<file path="src/rtl/perm_eval_pkg.sv">
package perm_eval_pkg;

    localparam int AP_W   = 2;
    localparam int S2_W   = 2;
    localparam int KIND_W = 2;

    localparam logic [AP_W-1:0] AP_PRIV_RW = 2'b00;
    localparam logic [AP_W-1:0] AP_ALL_RW  = 2'b01;
    localparam logic [AP_W-1:0] AP_PRIV_RO = 2'b10;
    localparam logic [AP_W-1:0] AP_ALL_RO  = 2'b11;

    localparam int S2_RD_BIT = 0;
    localparam int S2_WR_BIT = 1;

    typedef enum logic [KIND_W-1:0] {
        ACC_READ   = 2'b00,
        ACC_WRITE  = 2'b01,
        ACC_FETCH  = 2'b10,
        ACC_ATOMIC = 2'b11
    } acc_kind_e;

    typedef struct packed {
        logic rd;
        logic wr;
        logic ex;
    } rights_t;

    typedef struct packed {
        acc_kind_e         kind;
        logic              priv;
        logic              stage2;
        logic              secure;
        logic [AP_W-1:0]   ap;
        logic              uxn;
        logic              pxn;
        logic [S2_W-1:0]   s2acc;
        logic              nonsec;
        logic              wxn;
        logic              sif;
    } perm_req_t;

    typedef struct packed {
        logic grant;
        logic grant_rd;
        logic deny_wr;
    } perm_rsp_t;

    // Read/write rights of a first-stage code at one privilege level.
    function automatic rights_t s1_rw_rights(logic [AP_W-1:0] ap, logic priv);
        rights_t r;
        r.ex = 1'b0;
        if (priv) begin
            r.rd = 1'b1;
            r.wr = (ap == AP_PRIV_RW) || (ap == AP_ALL_RW);
        end else begin
            r.rd = (ap == AP_ALL_RW) || (ap == AP_ALL_RO);
            r.wr = (ap == AP_ALL_RW);
        end
        return r;
    endfunction

    // Picks the grant for an access kind; atomics need both or either right.
    function automatic logic pick_grant(acc_kind_e kind, rights_t r, logic atomic_both);
        logic g;
        unique case (kind)
            ACC_READ:   g = r.rd;
            ACC_WRITE:  g = r.wr;
            ACC_FETCH:  g = r.ex;
            ACC_ATOMIC: g = atomic_both ? (r.rd && r.wr) : (r.rd || r.wr);
            default:    g = 1'b0;
        endcase
        return g;
    endfunction

    // Direction of a refusal: write faults for writes, and for atomics that could read.
    function automatic logic refusal_is_write(acc_kind_e kind, logic grant, logic rd);
        logic w;
        if (grant) begin
            w = 1'b0;
        end else begin
            unique case (kind)
                ACC_WRITE:  w = 1'b1;
                ACC_ATOMIC: w = rd;
                default:    w = 1'b0;
            endcase
        end
        return w;
    endfunction

endpackage

</file>
<file path="src/rtl/perm_s1_eval.sv">
module perm_s1_eval
    import perm_eval_pkg::*;
(
    input  perm_req_t req,
    output perm_rsp_t rsp
);
    rights_t base;
    rights_t rights;
    logic    user_can_write;
    logic    ex_level;
    logic    kill_wxn;
    logic    kill_sif;

    always_comb begin
        base           = s1_rw_rights(req.ap, req.priv);
        user_can_write = (req.ap == AP_ALL_RW);
        // privileged execute is lost on any page the user may write
        ex_level       = req.priv ? (!req.pxn && !user_can_write) : !req.uxn;
        kill_wxn       = req.wxn && base.wr;
        kill_sif       = req.sif && req.secure && req.nonsec;
        rights.rd      = base.rd;
        rights.wr      = base.wr;
        rights.ex      = ex_level && !kill_wxn && !kill_sif;
        rsp.grant      = pick_grant(req.kind, rights, 1'b1);
        rsp.grant_rd   = rights.rd;
        rsp.deny_wr    = refusal_is_write(req.kind, rsp.grant, rights.rd);
    end
endmodule

</file>
<file path="src/rtl/perm_s2_eval.sv">
module perm_s2_eval
    import perm_eval_pkg::*;
(
    input  perm_req_t req,
    output perm_rsp_t rsp
);
    rights_t rights;

    always_comb begin
        rights.rd    = req.s2acc[S2_RD_BIT];
        rights.wr    = req.s2acc[S2_WR_BIT];
        rights.ex    = rights.rd && !req.uxn;
        rsp.grant    = pick_grant(req.kind, rights, 1'b0);
        rsp.grant_rd = rights.rd;
        rsp.deny_wr  = refusal_is_write(req.kind, rsp.grant, rights.rd);
    end
endmodule

</file>
<file path="src/rtl/perm_rsp_reg.sv">
module perm_rsp_reg
    import perm_eval_pkg::*;
(
    input  logic      clk,
    input  logic      rst,
    input  logic      load,
    input  perm_rsp_t d,
    output logic      valid,
    output perm_rsp_t q
);
    always_ff @(posedge clk) begin
        if (rst) begin
            valid <= 1'b0;
            q     <= '0;
        end else begin
            valid <= load;
            if (load) begin
                q <= d;
            end
        end
    end
endmodule

</file>
<file path="src/rtl/perm_eval.sv">
module perm_eval
    import perm_eval_pkg::*;
(
    input  logic             clk,
    input  logic             rst,
    input  logic             req_valid,
    input  logic [KIND_W-1:0] req_kind,
    input  logic             req_priv,
    input  logic             req_stage2,
    input  logic             req_secure,
    input  logic [AP_W-1:0]  ent_ap,
    input  logic             ent_uxn,
    input  logic             ent_pxn,
    input  logic [S2_W-1:0]  ent_s2acc,
    input  logic             ent_nonsec,
    input  logic             ctl_wxn,
    input  logic             ctl_sif,
    output logic             rsp_valid,
    output logic             rsp_grant,
    output logic             rsp_grant_rd,
    output logic             rsp_deny_wr
);
    perm_req_t req;
    perm_rsp_t rsp_s1;
    perm_rsp_t rsp_s2;
    perm_rsp_t rsp_sel;
    perm_rsp_t rsp_q;

    always_comb begin
        req.kind   = acc_kind_e'(req_kind);
        req.priv   = req_priv;
        req.stage2 = req_stage2;
        req.secure = req_secure;
        req.ap     = ent_ap;
        req.uxn    = ent_uxn;
        req.pxn    = ent_pxn;
        req.s2acc  = ent_s2acc;
        req.nonsec = ent_nonsec;
        req.wxn    = ctl_wxn;
        req.sif    = ctl_sif;
    end

    perm_s1_eval u_s1 (
        .req (req),
        .rsp (rsp_s1)
    );

    perm_s2_eval u_s2 (
        .req (req),
        .rsp (rsp_s2)
    );

    assign rsp_sel = req.stage2 ? rsp_s2 : rsp_s1;

    perm_rsp_reg u_reg (
        .clk   (clk),
        .rst   (rst),
        .load  (req_valid),
        .d     (rsp_sel),
        .valid (rsp_valid),
        .q     (rsp_q)
    );

    assign rsp_grant    = rsp_q.grant;
    assign rsp_grant_rd = rsp_q.grant_rd;
    assign rsp_deny_wr  = rsp_q.deny_wr;
endmodule

</file>
<file path="config.mk">
export PLATFORM = sky130hd
export DESIGN_NAME = perm_eval
export DESIGN_NICKNAME = d
export VERILOG_FILES = /design/src/rtl/perm_eval_pkg.sv /design/src/rtl/perm_s1_eval.sv /design/src/rtl/perm_s2_eval.sv /design/src/rtl/perm_rsp_reg.sv /design/src/rtl/perm_eval.sv
export SDC_FILE = /design/constraint.sdc
export NUM_CORES = 1
export LEC_CHECK = 0
export BUFFER_PORTS_ARGS = -buffer_cell sky130_fd_sc_hd__buf_2
export CAP_MARGIN = 15
export CORE_AREA = 3 3 40 42
export CTS_CLUSTER_SIZE = 20
export DETAILED_ROUTE_END_ITERATION = 8
export DIE_AREA = 0 0 43 45
export SLEW_MARGIN = 20
export SYNTH_ARGS = -nofsm -noshare
export SYNTH_HDL_FRONTEND = slang
export SYNTH_SLANG_ARGS = --single-unit
</file>
<file path="constraint.sdc">
create_clock -name clk -period 3 [get_ports clk]
set_input_delay 0.6 -clock clk [delete_from_list [all_inputs] [get_ports clk]]
set_output_delay 0.6 -clock clk [all_outputs]
set_load 0.05 [all_outputs]
</file>
### After elaboration in Yosys (flattened, before gate mapping)

Index checks and enable logic that the tools add are counted.

* flip-flop bits (word level): 4
* input port bits: 17
* output and inout bits: 4
* word-level logic and storage cells: 36

* eq/ne operators: 5
* muxes and demuxes: 9
* reductions and logical operators: 18

Operators with widths (number)
* logical AND 1 bit: 8
* one-hot mux 1 bit (4 select lines): 2
* equality test 2 bit (second input constant): 3
* zero test 1 bit: 5
* equality test 2 x 1 -> 1 bit (second input constant): 2
* zero test 2 bit: 2
* one-hot mux 1 bit (2 select lines): 2
* logical OR 1 bit: 3
* two-way mux 1 bit: 3
* two-way mux 3 bit: 1
* two-way mux 2 bit: 1

### Depth between registers and ports, before layout

Gate-level depths: netlist of the first run.

* depth in word-level cells: 10
* gate-level depth with buffers: 4
* gate-level depth less buffers: 4

### By module

Synthesis of the first run repeated with hierarchy kept, for this count alone.

* cell total of the unflattened synthesis: 34
* area, all modules: 314.1 um^2

By module, submodules not included
* perm_rsp_reg: instances 1, cells each 11, area each 127.6 um^2, sequential area each 80.1 um^2
* perm_s1_eval: instances 1, cells each 13, area each 106.4 um^2, sequential area each 0.0 um^2
* perm_s2_eval: instances 1, cells each 7, area each 46.3 um^2, sequential area each 0.0 um^2
* perm_eval: instances 1, cells each 3, area each 33.8 um^2, sequential area each 0.0 um^2

### Least setup slack after synthesis of the first run

Ideal clock, no wire load.

* path kind: input to register
* start point: input ent_ap[0]
* end point: register u_reg.q[0] in the netlist's numbering
* library setup time: 0.117 ns
* arrival: 1.375 ns
* data required time: 2.883 ns
* path slack: 1.509 ns
* stages: 4
* path buffers: 0
* path through: nor2_1 a21boi_0 mux2_2 and4b_1

* cells in the longest elaborated chain, start to end: 10
* elaborated cells between the ends (all ways): 18
* those cells by class: eq/ne: 2; mux: 6; reduce/logical: 10

RTL lines
* start: declaration: RTL line perm_eval.sv:11 `input logic [AP_W-1:0] ent_ap,`
* equality test 2 x 1 -> 1 bit or zero test 2 bit (tied branches)
* logical OR 1 bit: RTL line perm_eval_pkg.sv:54 `r.wr = (ap == AP_PRIV_RW) || (ap == AP_ALL_RW);`
* two-way mux 2 bit: RTL line perm_eval_pkg.sv:52 `if (priv) begin`
* logical AND 1 bit: RTL line perm_s1_eval.sv:19 `kill_wxn = req.wxn && base.wr;`
* zero test 1 bit: RTL line perm_s1_eval.sv:23 `rights.ex = ex_level && !kill_wxn && !kill_sif;`
* logical AND 1 bit (2 in series): RTL line perm_s1_eval.sv:23
* one-hot mux 1 bit (4 select lines): RTL line perm_eval_pkg.sv:65 `unique case (kind)`
* two-way mux 1 bit (*): RTL line perm_eval_pkg.sv:78 `if (grant) begin`
* two-way mux 3 bit (*): RTL line perm_eval.sv:53 `assign rsp_sel = req.stage2 ? rsp_s2 : rsp_s1;`
* end signal: assignment: RTL line perm_rsp_reg.sv:14 `q <= '0;`
* end signal: assignment: RTL line perm_rsp_reg.sv:18 `q <= d;`
* end: declaration: RTL line perm_rsp_reg.sv:9 `output perm_rsp_t q`

Every way passes the cells marked *; elsewhere a longest branch is shown, timed or not.
A chain may end at the register's enable or synchronous reset.

### Final worst setup path of the first run

Same ends and word-level chain as after synthesis.

==> reports/metrics.cfg, run 1 <==
[floorplanning]
core_area_um2=1285
ios=21
die_h_um=45
start_util_pct=22.88
rows=13
dieWidth_um=43
die_area_um2=1935

[power]
ir_worst_vdd_mv=0.2700
leakage_nw=0.2132
p_comb_share_pct=30.3
swShare_pct=29.72
p_seq_share_pct=33.3
clkPwrFrac_pct=36.4
p_int_w=0.0001240
power_density_nw_per_um2=405.4
p_sw_w=0.00005246

[drt]
drt_first_pass_iters=2
drt-initial-drc-count=3
vias=322
post_drt_wl_per_cell_um=10.62
drc=0
ant_nets=0
wirelength_um=775
viasPerCell=4.411

[place]
gp_congestion=0.7185
dp_hpwl_um=638.2
port_buffers=20

[global_route]
track_usage_pct=9.068
grt_antenna_before_repair=0
grt_pass1_vias=334
grt_overflow_total=0
grt_max_degree=7
grt_first_pass_wirelength_um=1304

[setup_path]
crit_path_end=u_reg.q[0]
crit_path_top_delay_cell=nor2_1
r2r_end=u_reg.q[2]
arrival_ns=1.58
cpPeakStageDelay_ns=0.28
end_kind=flip-flop
criticalPathCategory=input pin to flip-flop
worstPathCellList=buf_2, nor2_1, a21boi_0, mux2_2, and4b_1
cp.required_ns=3.11
crit_start=ent_ap[0]
critPathMaxFanout=4
worst-r2r-cell-count=3
start_kind=input pin
crit-reg2reg-launch=u_reg.q[2]
r2r_slack_ns=2.09

[status]
status=finished clean

[sta]
relSlewSlack_pct=77.49
finalHoldViolations=0
finalSetupViolCount=0
min_period_over_period_pct=48.70
fin_skew_ns=0
drv_slew=0
fin_tns_setup_ns=0
max_freq_mhz=684.5
rsz0062_at_grt=false
worst_pin_slew_ns=0.3364
min_period_ns=1.461

[finish]
area_growth_pct=48.09
diodes=0
finish.net_count=77
fin_util_pct=33.89
drive_above_1_share_pct=48.28

[clock_network]
clkTransAtPathRegs_ns=0.03
clk_latency_ns=0.23
clockBufferDepth=2
postCtsSetupBuffers=0
cts-root-buf=clkbuf_4
cts_resized=0
cts_buffers=3
clock_sinks=4
cts_max_level=1
ctsHoldBuffers=0
cts_tree=built

[min_path]
holdCritPathClass=flip-flop to flip-flop
min_path_cells=2

[synthesis]
syn_inst=35
ys_ff_latch=4
synth_area_leaders=dfxtp_1 27%, o31ai_4 7.2%, a21oi_1 5.1%, mux2_4 5.1%, nand2_1 5.1%
synthArstFlopShare_pct=0
syn_area_um2=294.0
syn_nets=52
synth_edf_count=0
post_synth.cell_area_avg_um2=8.401
ys_top_cells_by_count=4 x dfxtp_1, 4 x nand2_1, 3 x a21oi_1, 3 x nor2_1
synth_top_area_cell=dfxtp_1
synthDistinctLibCells=22
yosysSeqAreaShare_pct=27.23
yosys_warnings=0
synth-main-ff-cell=dfxtp_1
synth_top_area_share_pct=27.23

[run]
drv_cap=0

==> cell usage in the layout (no fill, tap or decap), types with 2 or more instances in the layout <==
master,synthesis,routed
buf_2,0,20
nand2_1,4,4
dfxtp_1,4,4
nor2_1,3,3
a21oi_1,3,3
clkbuf_4,0,3
nor2b_1,2,2
o21ai_0,2,2
inv_1,2,2
==> worst max-delay path, delay by kind of cell <==
kind                   cells  cell delay [ns]
AO/OA/AOI/OAI              1             0.13
buffers and inverters      1             0.10
multiplexers               1             0.27
AND/OR/NAND/NOR            2             0.46
==> how the worst min path moves through the flow <==
stage               start         end  slack, ns
2_1_floorplan         rst  u_reg.q[2]       0.66
5_1_grt               rst  u_reg.q[2]       0.57
4_1_cts        u_reg.q[1]  u_reg.q[1]       0.49
6_report       u_reg.q[1]  u_reg.q[1]       0.49
3_3_place_gp   u_reg.q[1]  u_reg.q[1]       0.47
3_5_place_dp   u_reg.q[1]  u_reg.q[1]       0.48
==> registers in the layout, indices dropped and copies added (netlist names) <==
register,cells
u_reg.valid,1
u_reg.q,3
==> kinds of logic (layout without fill, tap and decap cells) <==
family / count (synthesis) / count (layout) / share of synthesized area, %
buffers and inverters: 2 / 25 / 2.554
AOI/OAI and AO/OA: 10 / 10 / 28.08
and+or+nand+nor: 16 / 16 / 29.79
muxes: 3 / 3 / 12.34
DFF: 4 / 4 / 27.24
==> routing by layer <==
layer | track usage (%) | vias to the layer above | part of all wire (%)
met2 | 15.27 | 9 | 46
li1 | - | 175 | -
met1 | 9.615 | 138 | 46
met3 | 4.781 | 0 | 8.0
met4 | 3.614 | 0 | 0
met5 | 0 | - | 0
==> area by class of cell <==
cell class              instances  area, um^2
inverters                       2       7.507
multi-input cells              29       206.4
repair buffers                 20       100.1
fillers                       137       849.6
clock buffers                   3       22.52
well taps                      15       18.77
flip-flops and latches          4       80.08
==> through the flow <==
stage | setup slack [ns] | total power (W) | area [um^2] | std cells | hold slack, ns
finish | 1.539 | 0.0001765 | 435.4 | 73 | 0.4917
global route | 1.468 | 0.0001917 | 435.4 | 73 | 0.5738
CTS | 1.549 | 0.0001808 | 435.4 | 73 | 0.4940
detailed placement | 1.318 | 0.0001130 | 412.9 | 70 | 0.4787
global placement | 1.291 | 0.0001131 | 412.9 | 70 | 0.4735
floorplan | 1.509 | 0.00009221 | 294.0 | 35 | 0.6646
==> power groups by stage <==
stage                     combinational, W  clock (W)  sequential (W)
after global routing             0.0000585  0.0000742       0.0000591
after CTS                        0.0000538  0.0000683       0.0000587
after floorplan                  0.0000208          0       0.0000714
after global placement           0.0000537          0       0.0000594
final                            0.0000535  0.0000642       0.0000587
after detailed placement         0.0000536          0       0.0000594
Note: power is estimated with default switching activity, not from simulation.
==> inputs of run 2 (changes only) <==
==> constraint.sdc (replaced) <==
create_clock -name clk -period 1.46 [get_ports clk]
set_input_delay 0.292 -clock clk [delete_from_list [all_inputs] [get_ports clk]]
set_output_delay 0.292 -clock clk [all_outputs]
set_load 0.05 [all_outputs]
==> reports/metrics.cfg, run 2 (synthesis results as in run 1) <==
[sta]
fin_skew_ns=0
min_period_over_period_pct=77.79
finalHoldViolations=0
rsz0062_at_grt=false
fin_tns_setup_ns=0
relSlewSlack_pct=84.03
worst_slack_ns=0.3243
finalSetupViolCount=0
min_period_ns=1.136
max_freq_mhz=880.5
drv_slew=0
worst_pin_slew_ns=0.2371

[setup_path]
cpPeakStageDelay_ns=0.34
worstPathCellList=buf_2
criticalPathCategory=flip-flop to output port
crit_path_top_delay_cell=dfxtp_1
crit_buf_inv=1
cpLargestDelayFamily=flip-flops
start_kind=flip-flop
end_kind=output port
critPathMaxFanout=2
cp.required_ns=1.17
arrival_ns=0.84

[floorplanning]
die_h_um=45
die_area_um2=1935
start_util_pct=22.88
ios=21
rows=13
core_area_um2=1285
dieWidth_um=43

[finish]
fillCellCount=142
fin_util_pct=34.47
largest_reg_flops=3
area_growth_pct=50.64
largestRegisters=u_reg.q x3, u_reg.valid x1
final_common_cell=buf_2
mostFrequentLayoutCells=20 x buf_2, 4 x nand2_1, 4 x dfxtp_1
largest-register=u_reg.q
diodes=0
design_area_um2=442.9
finish.net_count=78
drive_above_1_share_pct=49.15

[place]
port_buffers=20
gp_congestion=0.7344
dp_hpwl_um=663.9
pre_cts_ws_ns=0.1211
place_area_um2=420.4

[clock_network]
clkTransAtPathRegs_ns=0.04
postCtsSetupBuffers=0
cts_tree=built
cts-root-buf=clkbuf_4
clock_sinks=4
cts_resized=0
cts_buffers=3
cts_max_level=1
ctsHoldBuffers=0
clk_latency_ns=0.24
clockBufferDepth=2

[power]
power_density_nw_per_um2=839.4
leakage_nw=0.2184
total_power_w=0.0003718
ir_worst_vdd_mv=0.3323

[min_path]
holdCritPathClass=input pin to flip-flop

[drt]
drt_first_pass_iters=4
vias=327
wirelength_um=801
drt-initial-drc-count=4
post_drt_wl_per_cell_um=10.82
ant_nets=0
viasPerCell=4.419
drc=0

[global_route]
track_usage_pct=9.992
grt_first_pass_wirelength_um=1393
grt_max_degree=7
grt_pass1_vias=318
grt_antenna_before_repair=0
grt_overflow_total=0

[status]
status=finished clean

[run]
drv_cap=0

## run 2: cell types whose count changed in the layout (fill, tap and decap cells not counted)
cell	previous run	this run
buf_4	0	1
## run 2: layout make-up
cell class	instances	area, um^2	share of cell area, %
Inverter	2	7.507	1.695
Sequential cell	4	80.08	18.08
Tap cell	15	18.77	4.237
Clock buffer	3	22.52	5.085
Timing Repair Buffer	21	107.6	24.29
Multi-Input combinational cell	29	206.4	46.61
## run 2: path summary, 6_finish.rpt
path	slack (ns)	endpoint	cells after the start	from
max	0.32	rsp_deny_wr	1	u_reg.q[0]
min	0.25	u_reg.q[2]	2	rst
max reg2reg	0.57	u_reg.q[2]	3	u_reg.q[2]
min reg2reg	0.49	u_reg.q[1]	2	u_reg.q[1]
## run 2: power by group
| group | switching, W | internal (W) |
|---|---|---|
| registers | 0.00000340 | 0.000117 |
| logic | 0.0000643 | 0.0000479 |
| clock network | 0.0000471 | 0.0000921 |
## run 2: stage by stage
step	hold WS, ns	cells
after floorplan	0.3566	35
after global placement	0.4717	71
after detailed placement	0.4824	71
after CTS	0.2483	74
after global routing	0.2743	74
final	0.2515	74
## run 2: metal layers
metal | GRT usage (%) | vias up | share of wire, %
li1 | - | 177 | -
met1 | 12.29 | 135 | 47
met2 | 14.07 | 13 | 44
met3 | 3.984 | 2 | 7.6
met4 | 7.229 | 0 | 1.2
met5 | 0 | - | 0
==> inputs of run 3 (changes only) <==
--- a/config.mk
+++ b/config.mk
@@ -5,6 +5,7 @@
 export SDC_FILE = /design/constraint.sdc
 export NUM_CORES = 1
 export LEC_CHECK = 0
+export ABC_AREA = 1
 export BUFFER_PORTS_ARGS = -buffer_cell sky130_fd_sc_hd__buf_2
 export CAP_MARGIN = 15
 export CORE_AREA = 3 3 40 42
==> constraint.sdc (replaced) <==
create_clock -name clk -period 1 [get_ports clk]
set_input_delay 0.2 -clock clk [delete_from_list [all_inputs] [get_ports clk]]
set_output_delay 0.2 -clock clk [all_outputs]
set_load 0.05 [all_outputs]
==> reports/metrics.cfg, run 3 <==
[place]
gp_congestion=0.7213
dp.cells=91
port_buffers=20
dp_hpwl_um=656

[run]
drv_cap=0

[drt]
drt-initial-drc-count=2
post_drt_wl_per_cell_um=8.234
wirelength_um=774
vias=391
drc=0
ant_nets=0
viasPerCell=4.160
drt_first_pass_iters=4

[synthesis]
synth_top_area_cell=dfxtp_1
ys_top_cells_by_count=16 x nand2_1, 11 x inv_1, 7 x nor2_1
syn_inst=56
syn_nets=73
yosysSeqAreaShare_pct=25.70
syn_area_um2=311.5
yosys_warnings=0
ys_ff_latch=4
synth_edf_count=0
synth_area_leaders=dfxtp_1 26%, nand2_1 19%, inv_1 13%, nand3_1 9.6%, nor2_1 8.4%
yosysMostFrequentCell=nand2_1
synthDistinctLibCells=13
synth-main-ff-cell=dfxtp_1
synthArstFlopShare_pct=0
synth_top_area_share_pct=25.70
post_synth.cell_area_avg_um2=5.563

[sta]
finalSetupViolCount=0
fin_skew_ns=0
fin_tns_setup_ns=0
max_freq_mhz=1048
relSlewSlack_pct=86.99
drv_slew=0
whs_ns=0.1306
finalHoldViolations=0
min_period_ns=0.9546
worst_pin_slew_ns=0.1931
rsz0062_at_grt=false
min_period_over_period_pct=95.46

[finish]
drive_above_1_share_pct=35.44
area_growth_pct=48.59
diodes=0
largest_reg_flops=3
largest-register=u_reg.q
fin_cells=94
multi_input_area_um2=186.4
finish.net_count=98
mostFrequentLayoutCells=16 x nand2_1, 16 x buf_2, 11 x inv_1
final-seq-area_um2=80.08
largestRegisters=u_reg.q x3, u_reg.valid x1
fillCellCount=142

[setup_path]
crit_buf_inv=1
critPathMaxFanout=2
worstPathCellList=buf_4
cp.required_ns=0.80
end_kind=output port
cpLargestDelayFamily=flip-flops
arrival_ns=0.75
cpPeakStageDelay_ns=0.32
criticalPathCategory=flip-flop to output port
start_kind=flip-flop
crit_path_top_delay_cell=dfxtp_1

[global_route]
grt_max_degree=7
grt_overflow_total=0
grt_first_pass_wirelength_um=1152
grt_antenna_before_repair=0
grt_pass1_vias=319
track_usage_pct=8.319

[power]
leakage_nw=0.2848
ir_worst_vdd_mv=0.7769
p_int_w=0.0003716
clkPwrFrac_pct=36.8
swShare_pct=32.48
p_sw_w=0.0001788
p_seq_share_pct=32.0
power_density_nw_per_um2=1189
p_comb_share_pct=31.2

[clock_network]
cts_max_level=1
clk_latency_ns=0.23
clockBufferDepth=2
cts_tree=built
clkTransAtPathRegs_ns=0.04
cts_buffers=3
cts-root-buf=clkbuf_4
clock_sinks=4

[min_path]
holdCritPathClass=input pin to flip-flop

[floorplanning]
core_area_um2=1285
dieWidth_um=43
die_h_um=45
rows=13
ios=21
start_util_pct=24.25
die_area_um2=1935

[status]
status=finished clean

run 3: worst paths after layout:
path	startpoint	endpoint	slack (ns)	depth (start not counted)
worst max-delay path	u_reg.q[2]	rsp_grant	0.05	1
worst min-delay path	rst	u_reg.valid	0.13	2
worst max register to register	u_reg.q[2]	u_reg.q[2]	0.36	2
worst min register to register	u_reg.q[0]	u_reg.q[0]	0.52	2
run 3: power groups by stage:
stage | registers, W | logic (W) | clock network, W
4_1_cts | 0.000176 | 0.000172 | 0.000211
2_1_floorplan | 0.000218 | 0.0000646 | 0
5_1_grt | 0.000177 | 0.000191 | 0.000225
3_5_place_dp | 0.000178 | 0.000167 | 0
3_3_place_gp | 0.000178 | 0.000166 | 0
6_report | 0.000176 | 0.000172 | 0.000202
run 3: through the flow:
stage	total power, W	util, %	instance area (um^2)	worst slack [ns]
5_1_grt	0.0005924	36.03	462.9	0.009256
3_5_place_dp	0.0003450	33.50	430.4	0.03530
6_report	0.0005503	36.03	462.9	0.04543
2_1_floorplan	0.0002826	-	311.5	0.06157
3_3_place_gp	0.0003438	33.50	430.4	0.02159
4_1_cts	0.0005599	35.83	460.4	0.01302
run 3: what timing repair did:
action,4_1_cts,5_1_grt
endpoints found under the setup margin,3,1
buffers inserted,0,0
hold buffers,0,0
resized for setup,3,1
run 3: metal layers:
layer	vias to the layer above	track usage [%]	part of all wire (%)
met4	0	3.614	0
met1	165	7.692	42
met2	8	14.07	52
met5	-	0	0
li1	218	-	-
met3	0	5.976	5.8
run 3: cell families after synthesis:
logic type      synth area share [%]
compound gates                 14.86
buf+inv                        14.46
flops                          25.70
simple gates                   44.98
run 3: area by class of cell:
| class | instances | share of cell area, % |
|---|---|---|
| Sequential cell | 4 | 17.30 |
| Tap cell | 15 | 4.054 |
| Clock buffer | 3 | 4.865 |
| Timing Repair Buffer | 20 | 23.78 |
| Multi-Input combinational cell | 40 | 40.27 |
| Inverter | 12 | 9.730 |
